File: src/rtl/arc_disc_pkg.sv
package arc_disc_pkg;
   typedef enum logic [1:0] {
      EV_NONE  = 2'd0,
      EV_ARC   = 2'd1,
      EV_NOISE = 2'd2,
      EV_AMBIG = 2'd3
   } ev_kind_e;

   localparam int unsigned N_EV_CNT   = 3;
   localparam int unsigned IDX_ARC    = 0;
   localparam int unsigned IDX_NOISE  = 1;
   localparam int unsigned IDX_AMBIG  = 2;

   localparam logic [1:0] ADDR_SLOPE   = 2'd0;
   localparam logic [1:0] ADDR_DIST_HI = 2'd1;
   localparam logic [1:0] ADDR_DIST_LO = 2'd2;
endpackage

File: src/rtl/arc_cfg_regs.sv
module arc_cfg_regs
   import arc_disc_pkg::*;
#(
   parameter int unsigned CFG_DW      = 16,
   parameter int unsigned DEF_SLOPE   = 25,
   parameter int unsigned DEF_DIST_HI = 150,
   parameter int unsigned DEF_DIST_LO = 50
) (
   input  logic              clk,
   input  logic              rst_n,
   input  logic              we,
   input  logic [1:0]        addr,
   input  logic [CFG_DW-1:0] wdata,
   output logic [CFG_DW-1:0] slope_thr,
   output logic [CFG_DW-1:0] dist_hi,
   output logic [CFG_DW-1:0] dist_lo
);
   always_ff @(posedge clk or negedge rst_n) begin
      if (!rst_n) begin
         slope_thr <= CFG_DW'(DEF_SLOPE);
         dist_hi   <= CFG_DW'(DEF_DIST_HI);
         dist_lo   <= CFG_DW'(DEF_DIST_LO);
      end else if (we) begin
         case (addr)
            ADDR_SLOPE:   slope_thr <= wdata;
            ADDR_DIST_HI: dist_hi   <= wdata;
            ADDR_DIST_LO: dist_lo   <= wdata;
            default:      ;
         endcase
      end
   end
endmodule

File: src/rtl/arc_slope.sv
module arc_slope #(
   parameter int unsigned VW     = 12,
   parameter int unsigned CFG_DW = 16
) (
   input  logic              clk,
   input  logic              rst_n,
   input  logic              smp_valid,
   input  logic [VW-1:0]     smp_volt,
   input  logic [CFG_DW-1:0] slope_thr,
   output logic              judged,
   output logic              steep
);
   logic [VW-1:0] prev_q;
   logic          primed_q;
   logic [VW-1:0] fall;
   logic          falling;

   always_ff @(posedge clk or negedge rst_n) begin
      if (!rst_n) begin
         prev_q   <= '0;
         primed_q <= 1'b0;
      end else if (smp_valid) begin
         prev_q   <= smp_volt;
         primed_q <= 1'b1;
      end
   end

   always_comb begin
      falling = smp_volt < prev_q;
      fall    = prev_q - smp_volt;
      judged  = smp_valid && primed_q;
      steep   = judged && falling && (CFG_DW'(fall) > slope_thr);
   end
endmodule

File: src/rtl/arc_classify.sv
module arc_classify
   import arc_disc_pkg::*;
#(
   parameter int unsigned DW     = 10,
   parameter int unsigned CFG_DW = 16
) (
   input  logic              clk,
   input  logic              rst_n,
   input  logic              dist_valid,
   input  logic [DW-1:0]     dist_val,
   input  logic [CFG_DW-1:0] dist_hi,
   input  logic [CFG_DW-1:0] dist_lo,
   input  logic              judged,
   input  logic              steep,
   output ev_kind_e          ev_kind,
   output logic              arc_pulse,
   output logic              noise_pulse
);
   logic [DW-1:0] dist_q;
   logic          armed_q;

   always_ff @(posedge clk or negedge rst_n) begin
      if (!rst_n) begin
         dist_q <= '0;
      end else if (dist_valid) begin
         dist_q <= dist_val;
      end
   end

   always_ff @(posedge clk or negedge rst_n) begin
      if (!rst_n) begin
         armed_q <= 1'b1;
      end else if (judged) begin
         armed_q <= !steep;
      end
   end

   always_comb begin
      ev_kind = EV_NONE;
      if (steep && armed_q) begin
         if (CFG_DW'(dist_q) > dist_hi)      ev_kind = EV_ARC;
         else if (CFG_DW'(dist_q) < dist_lo) ev_kind = EV_NOISE;
         else                                ev_kind = EV_AMBIG;
      end
   end

   always_ff @(posedge clk or negedge rst_n) begin
      if (!rst_n) begin
         arc_pulse   <= 1'b0;
         noise_pulse <= 1'b0;
      end else begin
         arc_pulse   <= (ev_kind == EV_ARC);
         noise_pulse <= (ev_kind == EV_NOISE);
      end
   end
endmodule

File: src/rtl/arc_sat_cnt.sv
module arc_sat_cnt #(
   parameter int unsigned W = 16
) (
   input  logic         clk,
   input  logic         rst_n,
   input  logic         clr,
   input  logic         inc,
   output logic [W-1:0] count
);
   localparam logic [W-1:0] CNT_MAX = '1;

   always_ff @(posedge clk or negedge rst_n) begin
      if (!rst_n) begin
         count <= '0;
      end else if (clr) begin
         count <= '0;
      end else if (inc && (count != CNT_MAX)) begin
         count <= count + W'(1);
      end
   end
endmodule

File: src/rtl/arc_discriminator.sv
module arc_discriminator
   import arc_disc_pkg::*;
#(
   parameter int unsigned VW          = 12,
   parameter int unsigned DW          = 10,
   parameter int unsigned CFG_DW      = 16,
   parameter int unsigned CNT_W       = 16,
   parameter int unsigned DEF_SLOPE   = 25,
   parameter int unsigned DEF_DIST_HI = 150,
   parameter int unsigned DEF_DIST_LO = 50
) (
   input  logic              clk,
   input  logic              rst_n,
   input  logic              smp_valid,
   input  logic [VW-1:0]     smp_volt,
   input  logic              dist_valid,
   input  logic [DW-1:0]     dist_val,
   input  logic              cfg_we,
   input  logic [1:0]        cfg_addr,
   input  logic [CFG_DW-1:0] cfg_wdata,
   input  logic              cnt_clear,
   output logic              arc_pulse,
   output logic              noise_pulse,
   output logic [CNT_W-1:0]  arc_count,
   output logic [CNT_W-1:0]  noise_count,
   output logic [CNT_W-1:0]  ambig_count
);
   if (CFG_DW < VW || CFG_DW < DW) begin : g_bad_cfg_width
      $error("CFG_DW must cover VW and DW");
   end
   if (CNT_W < 2) begin : g_bad_cnt_width
      $error("CNT_W must be at least 2");
   end
   if (DEF_DIST_LO > DEF_DIST_HI) begin : g_bad_dist_def
      $error("DEF_DIST_LO must not exceed DEF_DIST_HI");
   end
   if (DEF_SLOPE >= (1 << VW)) begin : g_bad_slope_def
      $error("DEF_SLOPE exceeds the sample range");
   end

   logic [CFG_DW-1:0] slope_thr, dist_hi, dist_lo;
   logic              judged, steep;
   ev_kind_e          ev_kind;
   logic [N_EV_CNT-1:0] inc_vec;
   logic [CNT_W-1:0]    cnt_arr [N_EV_CNT];

   arc_cfg_regs #(
      .CFG_DW(CFG_DW), .DEF_SLOPE(DEF_SLOPE),
      .DEF_DIST_HI(DEF_DIST_HI), .DEF_DIST_LO(DEF_DIST_LO)
   ) u_cfg (
      .clk(clk), .rst_n(rst_n), .we(cfg_we), .addr(cfg_addr), .wdata(cfg_wdata),
      .slope_thr(slope_thr), .dist_hi(dist_hi), .dist_lo(dist_lo)
   );

   arc_slope #(.VW(VW), .CFG_DW(CFG_DW)) u_slope (
      .clk(clk), .rst_n(rst_n), .smp_valid(smp_valid), .smp_volt(smp_volt),
      .slope_thr(slope_thr), .judged(judged), .steep(steep)
   );

   arc_classify #(.DW(DW), .CFG_DW(CFG_DW)) u_class (
      .clk(clk), .rst_n(rst_n), .dist_valid(dist_valid), .dist_val(dist_val),
      .dist_hi(dist_hi), .dist_lo(dist_lo), .judged(judged), .steep(steep),
      .ev_kind(ev_kind), .arc_pulse(arc_pulse), .noise_pulse(noise_pulse)
   );

   always_comb begin
      inc_vec            = '0;
      inc_vec[IDX_ARC]   = (ev_kind == EV_ARC);
      inc_vec[IDX_NOISE] = (ev_kind == EV_NOISE);
      inc_vec[IDX_AMBIG] = (ev_kind == EV_AMBIG);
   end

   for (genvar i = 0; i < N_EV_CNT; i++) begin : g_cnt
      arc_sat_cnt #(.W(CNT_W)) u_cnt (
         .clk(clk), .rst_n(rst_n), .clr(cnt_clear), .inc(inc_vec[i]),
         .count(cnt_arr[i])
      );
   end

   assign arc_count   = cnt_arr[IDX_ARC];
   assign noise_count = cnt_arr[IDX_NOISE];
   assign ambig_count = cnt_arr[IDX_AMBIG];
endmodule

File: config.mk
export PLATFORM = sky130hd
export DESIGN_NAME = arc_discriminator
export DESIGN_NICKNAME = d
export VERILOG_FILES = /design/src/rtl/arc_disc_pkg.sv /design/src/rtl/arc_cfg_regs.sv /design/src/rtl/arc_slope.sv /design/src/rtl/arc_classify.sv /design/src/rtl/arc_sat_cnt.sv /design/src/rtl/arc_discriminator.sv
export SDC_FILE = /design/constraint.sdc
export NUM_CORES = 1
export LEC_CHECK = 0
export BUFFER_PORTS_ARGS = -buffer_cell sky130_fd_sc_hd__buf_4
export CAP_MARGIN = 20
export CORE_MARGIN = 1
export CORE_UTILIZATION = 51
export CTS_CLUSTER_DIAMETER = 100
export DETAILED_ROUTE_END_ITERATION = 7
export GPL_ROUTABILITY_DRIVEN = 0
export PLACE_DENSITY = 0.81
export SETUP_SLACK_MARGIN = 0.15
export SYNTH_ARGS = -nofsm -noshare
export SYNTH_HDL_FRONTEND = slang
export SYNTH_SLANG_ARGS = --single-unit
File: constraint.sdc
create_clock -name clk -period 9.9 [get_ports clk]
set_input_delay 0.495 -clock clk [delete_from_list [all_inputs] [get_ports clk]]
set_output_delay 0.495 -clock clk [all_outputs]
set_load 0.03 [all_outputs]
### Word-level counts from Yosys, hierarchy flattened

Cells that the tools add are included.

| operators by class | value |
|---|---|
| order comparisons | 4 |
| add/subtract/negate cells | 4 |
| eq/ne operators | 8 |
| reductions and logical operators | 15 |
| mux-type cells | 9 |

Operator list:

| kind | number |
|---|---|
| $mux W16 | 6 |
| $add A16 B1 Y16 const B | 3 |
| $ne A16 B16 Y1 const B | 3 |
| $gt A10 B16 Y1 | 1 |
| $gt A12 B16 Y1 | 1 |
| $lt A10 B16 Y1 | 1 |
| $lt A12 B12 Y1 | 1 |
| $sub A12 B12 Y12 | 1 |
| $logic_and A1 B1 Y1 | 7 |
| $eq A2 B2 Y1 const B | 3 |
| $reduce_and A2 Y1 | 3 |
| $reduce_bool A2 Y1 | 3 |
| $eq A2 B1 Y1 const B | 2 |
| $mux W2 | 2 |
| $logic_not A2 Y1 | 1 |
| $logic_not A1 Y1 | 1 |
| $mux W1 | 1 |

| storage, ports and cells | value |
|---|---|
| flip-flop bits (word level) | 122 |

### Depth between registers and ports, before layout

| logic depth | value |
|---|---|
| word-level depth | 9 |
| depth in mapped cells | 19 |
| gate-level depth less buffers | 18 |

### Cells and area by module

Synthesis repeated with hierarchy kept, for this count alone.

| unflattened totals | value |
|---|---|
| cells, all modules | 673 |
| area, all modules | 7126.8 µm² |

Modules (own cells, without submodules):

| module | area each (µm²) | cells each | seq. area each (µm²) | instances |
|---|---|---|---|---|
| arc_sat_cnt | 942.2 | 98 | 400.4 | 3 |
| arc_cfg_regs | 1828.0 | 102 | 1213.7 | 1 |
| arc_slope | 1456.4 | 172 | 325.3 | 1 |
| arc_classify | 993.5 | 102 | 326.6 | 1 |
| arc_discriminator | 22.5 | 3 | 0.0 | 1 |

### Worst setup path before layout

Ideal clock, no wire load.

| path | value |
|---|---|
| path kind | input to register |
| from | input port smp_volt[0] |
| to | register g_cnt[2].u_cnt.count[15] |
| data arrival time | 4.357 ns |
| path slack | 5.415 ns |
| buffers on the path | 1 |
| library setup time | 0.128 ns |
| stages on the path | 18 |
| path through | ha_1 fa_1 nand2b_1 a21oi_1 a21o_1 a21o_1 a31oi_1 mux2i_1 nand3_1 ha_1 nand4_1 nor3_1 or3_4 a2111oi_4 o211ai_1 clkbuf_1 nor4_2 mux2_1 |

| between the ends | value |
|---|---|
| word-level cells in the longest chain between the ends | 8 |

RTL lines:

| item | line | text |
|---|---|---|
| start, declared | arc_discriminator.sv:15 | `input logic [VW-1:0] smp_volt,` |
| $sub A12 B12 Y12 / $lt A12 B12 Y1 (equally long branches) | arc_slope.sv:30, arc_slope.sv:29 |  |
| $gt A12 B16 Y1 / $logic_and A1 B1 Y1 (equally long branches) | arc_slope.sv:32 | `steep = judged && falling && (CFG_DW'(fall) > slope_thr);` |
| $logic_and A1 B1 Y1 (*) | arc_slope.sv:32 |  |
| $logic_and A1 B1 Y1 (*) | arc_classify.sv:40 | `if (steep && armed_q) begin` |
| $mux W2 (*) | arc_classify.sv:40 |  |
| $eq A2 B2 Y1 (*) | arc_discriminator.sv:70 | `inc_vec[IDX_AMBIG] = (ev_kind == EV_AMBIG);` |
| $logic_and A1 B1 Y1 (*) | arc_sat_cnt.sv:17 | `end else if (inc && (count != CNT_MAX)) begin` |
| $reduce_bool A2 Y1 (no line) (*) | n/a |  |
| end signal, assigned | arc_sat_cnt.sv:18 | `count <= count + W'(1);` |
| end, declared | arc_sat_cnt.sv:8 | `output logic [W-1:0] count` |

Every way passes the cells marked *; elsewhere a longest branch is shown, timed or not.
A chain may end at the register's enable or synchronous reset.

### Final worst setup path

| path | value |
|---|---|
| from | register u_slope.prev_q[0] |
| to | register g_cnt[2].u_cnt.count[13] |

| between the ends | value |
|---|---|
| word-level cells in the longest chain between the ends | 8 |

RTL lines:

| item | line | text |
|---|---|---|
| start, declared | arc_slope.sv:13 | `logic [VW-1:0] prev_q;` |
| start signal, assigned | arc_slope.sv:23 | `prev_q <= smp_volt;` |
| $sub A12 B12 Y12 / $lt A12 B12 Y1 (equally long branches) | arc_slope.sv:30, arc_slope.sv:29 |  |
| $gt A12 B16 Y1 / $logic_and A1 B1 Y1 (equally long branches) | arc_slope.sv:32 |  |
| $logic_and A1 B1 Y1 (*) | arc_slope.sv:32 |  |
| $logic_and A1 B1 Y1 (*) | arc_classify.sv:40 |  |
| $mux W2 (*) | arc_classify.sv:40 |  |
| $eq A2 B2 Y1 (*) | arc_discriminator.sv:70 |  |
| $logic_and A1 B1 Y1 (*) | arc_sat_cnt.sv:17 |  |
| $reduce_bool A2 Y1 (no line) (*) | n/a |  |

Marked as above.

==> impl_metrics.ini <==
[critical_path]
rrSetupSlack_ns = 4.81
rr_worst_depth = 18
regToRegStartpoint = u_slope.prev_q[0]
timing.setup.critical_path_class = reg -> reg
worstPathMaxFanout = 12
regToRegEndpoint = g_cnt[2].u_cnt.count[13]
start_kind = flip-flop
timing.critical_path.arrival_ns = 5.40
end_kind = flip-flop
data_required_time_at_the_worst_endpoint_ns = 10.20

[global_routing]
grt_met2_usage = 0.411
grt_pass1_wl_um = 27100
grt_pass1_vias = 5718
groute.usage.overall = 0.242
grt_util_met3 = 0.0455
grtUsageMet1 = 0.302
grt.busiest_layer = met2
initial_antenna_violation_count = 0
grt_start_max_net_pins = 75
grt_overflow = 0

[synth]
synthTopCellsByCount = 111 x sky130_fd_sc_hd__dfrtp_1, 63 x sky130_fd_sc_hd__mux2_2, 59 x sky130_fd_sc_hd__inv_1
synth_largest_type_area_fraction = 0.406
synth.avg_cell_area_um2 = 10.1
yosysWarnings = 0
synthMostInstantiatedCell = sky130_fd_sc_hd__dfrtp_1
synthesis.instances = 675
mappedNetlistNets = 768
synth_edf_count = 0
synth_cell_types = 49
synth_top_flop_cell = sky130_fd_sc_hd__dfrtp_1
async_flop_share = 1.00
seq_area_frac_synth = 0.448
synth_top_area_cell = sky130_fd_sc_hd__dfrtp_1
synth.cell_area_um2 = 6840
synth.area.top_cells = sky130_fd_sc_hd__dfrtp_1 41%, sky130_fd_sc_hd__mux2_2 10%, sky130_fd_sc_hd__ha_1 8.4%, sky130_fd_sc_hd__dfstp_2 4.2%, sky130_fd_sc_hd__inv_1 3.2%
ys_ff_latch = 122

[clock_tree]
cts_post_setup_buffers_inserted = 0
ctsResizeCount = 0
clock_sinks = 122
cts-buffers-inserted = 17
clock_tree.htree_level_count = 4
cts_tree = built
cts_root_buffer = sky130_fd_sc_hd__clkbuf_16
cts-root-to-sink-buffers = 2
ctsHoldBuffers = 0
insertion_delay_ns = 0.42
clkSlewWorstSetupHoldPaths_ns = 0.06

[route]
number_of_antenna_violating_nets_in_the_routed_design = 0
wl_um = 15900
drt_iter0_markers = 426
drc = 0
routed-via-count = 5558
drt-pass1-iter-count = 6
wl_per_cell_um = 16.6
viasPerCell = 5.82

[finish]
n_fill_cell = 1019
postLayoutCellArea_um2 = 8390
multi_input_comb_area_um2 = 3470
num-nets-final = 863
area.growth.synth_to_final_pct = 22.7
finalNonFillerCells = 955
seqCellArea_um2 = 3070
drive_above_1_share = 0.277
n_diodes = 0

[timing]
max_freq_mhz = 196
final_hold_viol_count = 0
final_period_minus_worst_setup_slack_ns = 5.09
setup-tns-final_ns = 0
setup_viol = 0
timing_worst_slew_pin_value_ns = 0.926
slew-limit-headroom = 0.383
timing.final.ws_setup_ns = 4.81
final_period_utilization = 0.515
fin_worst_hold_slack_ns = 0.0941
rsz0062_at_grt = no
timing_max_transition_violations_final = 0
clock-skew-final_ns = 0.00669

[floorplanning]
dieArea_um2 = 13900
die_height_um = 118
rows = 41
io_pins = 96
core_region_area_um2 = 12800
effective_utilization_at_floorplan = 0.533
chipWidth_um = 118

[place]
pre_cts_slack_ns = 4.61
dpl.cell_count = 923
post-dp-hpwl_um = 11300
numPortBuffers = 95
placed_cell_area_um2 = 7710

[pwr]
ir_worst_vdd_v = 0.000132
power.density_cell_area_nw_per_um2 = 184
power_leakage_nw = 3.82

[run_status]
status = completed

[hold_path]
holdCritPathClass = in -> async

[run]
max_cap_viol_count = 0
[state kept, by name (all words and copies together) (netlist names)]
signal,cells
g_cnt.u_cnt.count,48
u_cfg.dist_hi,16
u_cfg.dist_lo,16
u_cfg.slope_thr,16
u_slope.prev_q,12
u_class.dist_q,10
u_class.arc_pulse,1
u_class.armed_q,1
u_class.noise_pulse,1
u_slope.primed_q,1
[metrics by stage]
stage	util	total power, mW
floorplan	-	0.760
global placement	0.601	0.823
detailed placement	0.601	0.843
CTS	0.654	1.55
global route	0.654	1.61
finish	0.654	1.55
[worst max path at each step]
stage                            from                        to  slack [ns]
finish              u_slope.prev_q[0]  g_cnt[2].u_cnt.count[13]        4.81
global route        u_slope.prev_q[0]  g_cnt[2].u_cnt.count[13]        4.47
CTS                 u_slope.prev_q[0]  g_cnt[2].u_cnt.count[13]        4.82
detailed placement        smp_volt[0]  g_cnt[2].u_cnt.count[13]        4.61
global placement          smp_volt[0]  g_cnt[2].u_cnt.count[13]        4.80
floorplan                 smp_volt[0]  g_cnt[2].u_cnt.count[15]        5.42
[per-layer routing]
layer | routed length (um) | part of all wire
met1 | 6730 | 0.42
met2 | 8100 | 0.51
met3 | 736 | 0.046
met4 | 324 | 0.020
met5 | 0 | 0
[critical path, cell delays in order, from the launching register on]
cell and delay, ns:
sky130_fd_sc_hd__dfrtp_1 0.32, sky130_fd_sc_hd__inv_1 0.05, sky130_fd_sc_hd__ha_1 0.20, sky130_fd_sc_hd__fa_1 0.40, sky130_fd_sc_hd__nand2b_1 0.20, sky130_fd_sc_hd__a21oi_1 0.24, sky130_fd_sc_hd__a21o_1 0.16, sky130_fd_sc_hd__a21o_1 0.14
sky130_fd_sc_hd__a31oi_1 0.14, sky130_fd_sc_hd__mux2i_1 0.18, sky130_fd_sc_hd__nand3_1 0.10, sky130_fd_sc_hd__ha_1 0.30, sky130_fd_sc_hd__nand4_1 0.12, sky130_fd_sc_hd__o21ai_0 0.15, sky130_fd_sc_hd__o21ai_0 0.25, sky130_fd_sc_hd__a2111oi_4 0.75
sky130_fd_sc_hd__o211ai_1 0.51, sky130_fd_sc_hd__nor4_1 0.41, sky130_fd_sc_hd__mux2_2 0.38
[report_power, final]
| part | switching [mW] | internal, mW |
|---|---|---|
| clock | 0.228 | 0.481 |
| combinational | 0.144 | 0.120 |
| sequential | 0.0241 | 0.550 |
[cell usage in the layout, fill, tap and decap left out, types with 4 or more instances in the layout]
cell type	instances
sky130_fd_sc_hd__ha_1	46
sky130_fd_sc_hd__o211ai_1	4
sky130_fd_sc_hd__nand2_1	33
sky130_fd_sc_hd__dfrtp_1	111
sky130_fd_sc_hd__nand3_1	23
sky130_fd_sc_hd__a31oi_1	4
sky130_fd_sc_hd__a211oi_1	5
sky130_fd_sc_hd__mux2i_1	4
sky130_fd_sc_hd__xnor2_1	7
sky130_fd_sc_hd__xor2_1	11
sky130_fd_sc_hd__nand4_1	25
sky130_fd_sc_hd__clkbuf_8	5
sky130_fd_sc_hd__nand3b_1	4
sky130_fd_sc_hd__and3_1	6
sky130_fd_sc_hd__mux2_2	63
sky130_fd_sc_hd__nand2b_1	5
sky130_fd_sc_hd__dfstp_2	11
sky130_fd_sc_hd__o31ai_1	8
sky130_fd_sc_hd__a21oi_1	34
sky130_fd_sc_hd__nor2_1	41
sky130_fd_sc_hd__or4_1	14
sky130_fd_sc_hd__nor4_1	9
sky130_fd_sc_hd__a21o_1	6
sky130_fd_sc_hd__clkbuf_16	17
sky130_fd_sc_hd__nor3_1	14
sky130_fd_sc_hd__or3_1	18
sky130_fd_sc_hd__inv_1	59
sky130_fd_sc_hd__o21ai_0	41
sky130_fd_sc_hd__bufinv_16	5
sky130_fd_sc_hd__nor2b_1	13
sky130_fd_sc_hd__buf_4	99
[kinds of logic after synthesis]
group / Yosys count / share of synthesized area
simple gates: 221 / 0.177
flops: 122 / 0.448
compound gates: 115 / 0.105
buf+inv: 82 / 0.0457
mux: 70 / 0.115
fa+ha+maj: 47 / 0.0871
xor+xnor: 18 / 0.0230
[area by class of cell]
class	count	area share
Clock inverter	10	0.0221
Tap cell	172	0.0256
Inverter	59	0.0264
Sequential cell	122	0.365
Clock buffer	22	0.0589
Multi-Input combinational cell	471	0.413
Timing Repair Buffer	99	0.0886
No activity file was read; power rests on OpenSTA's default activity.
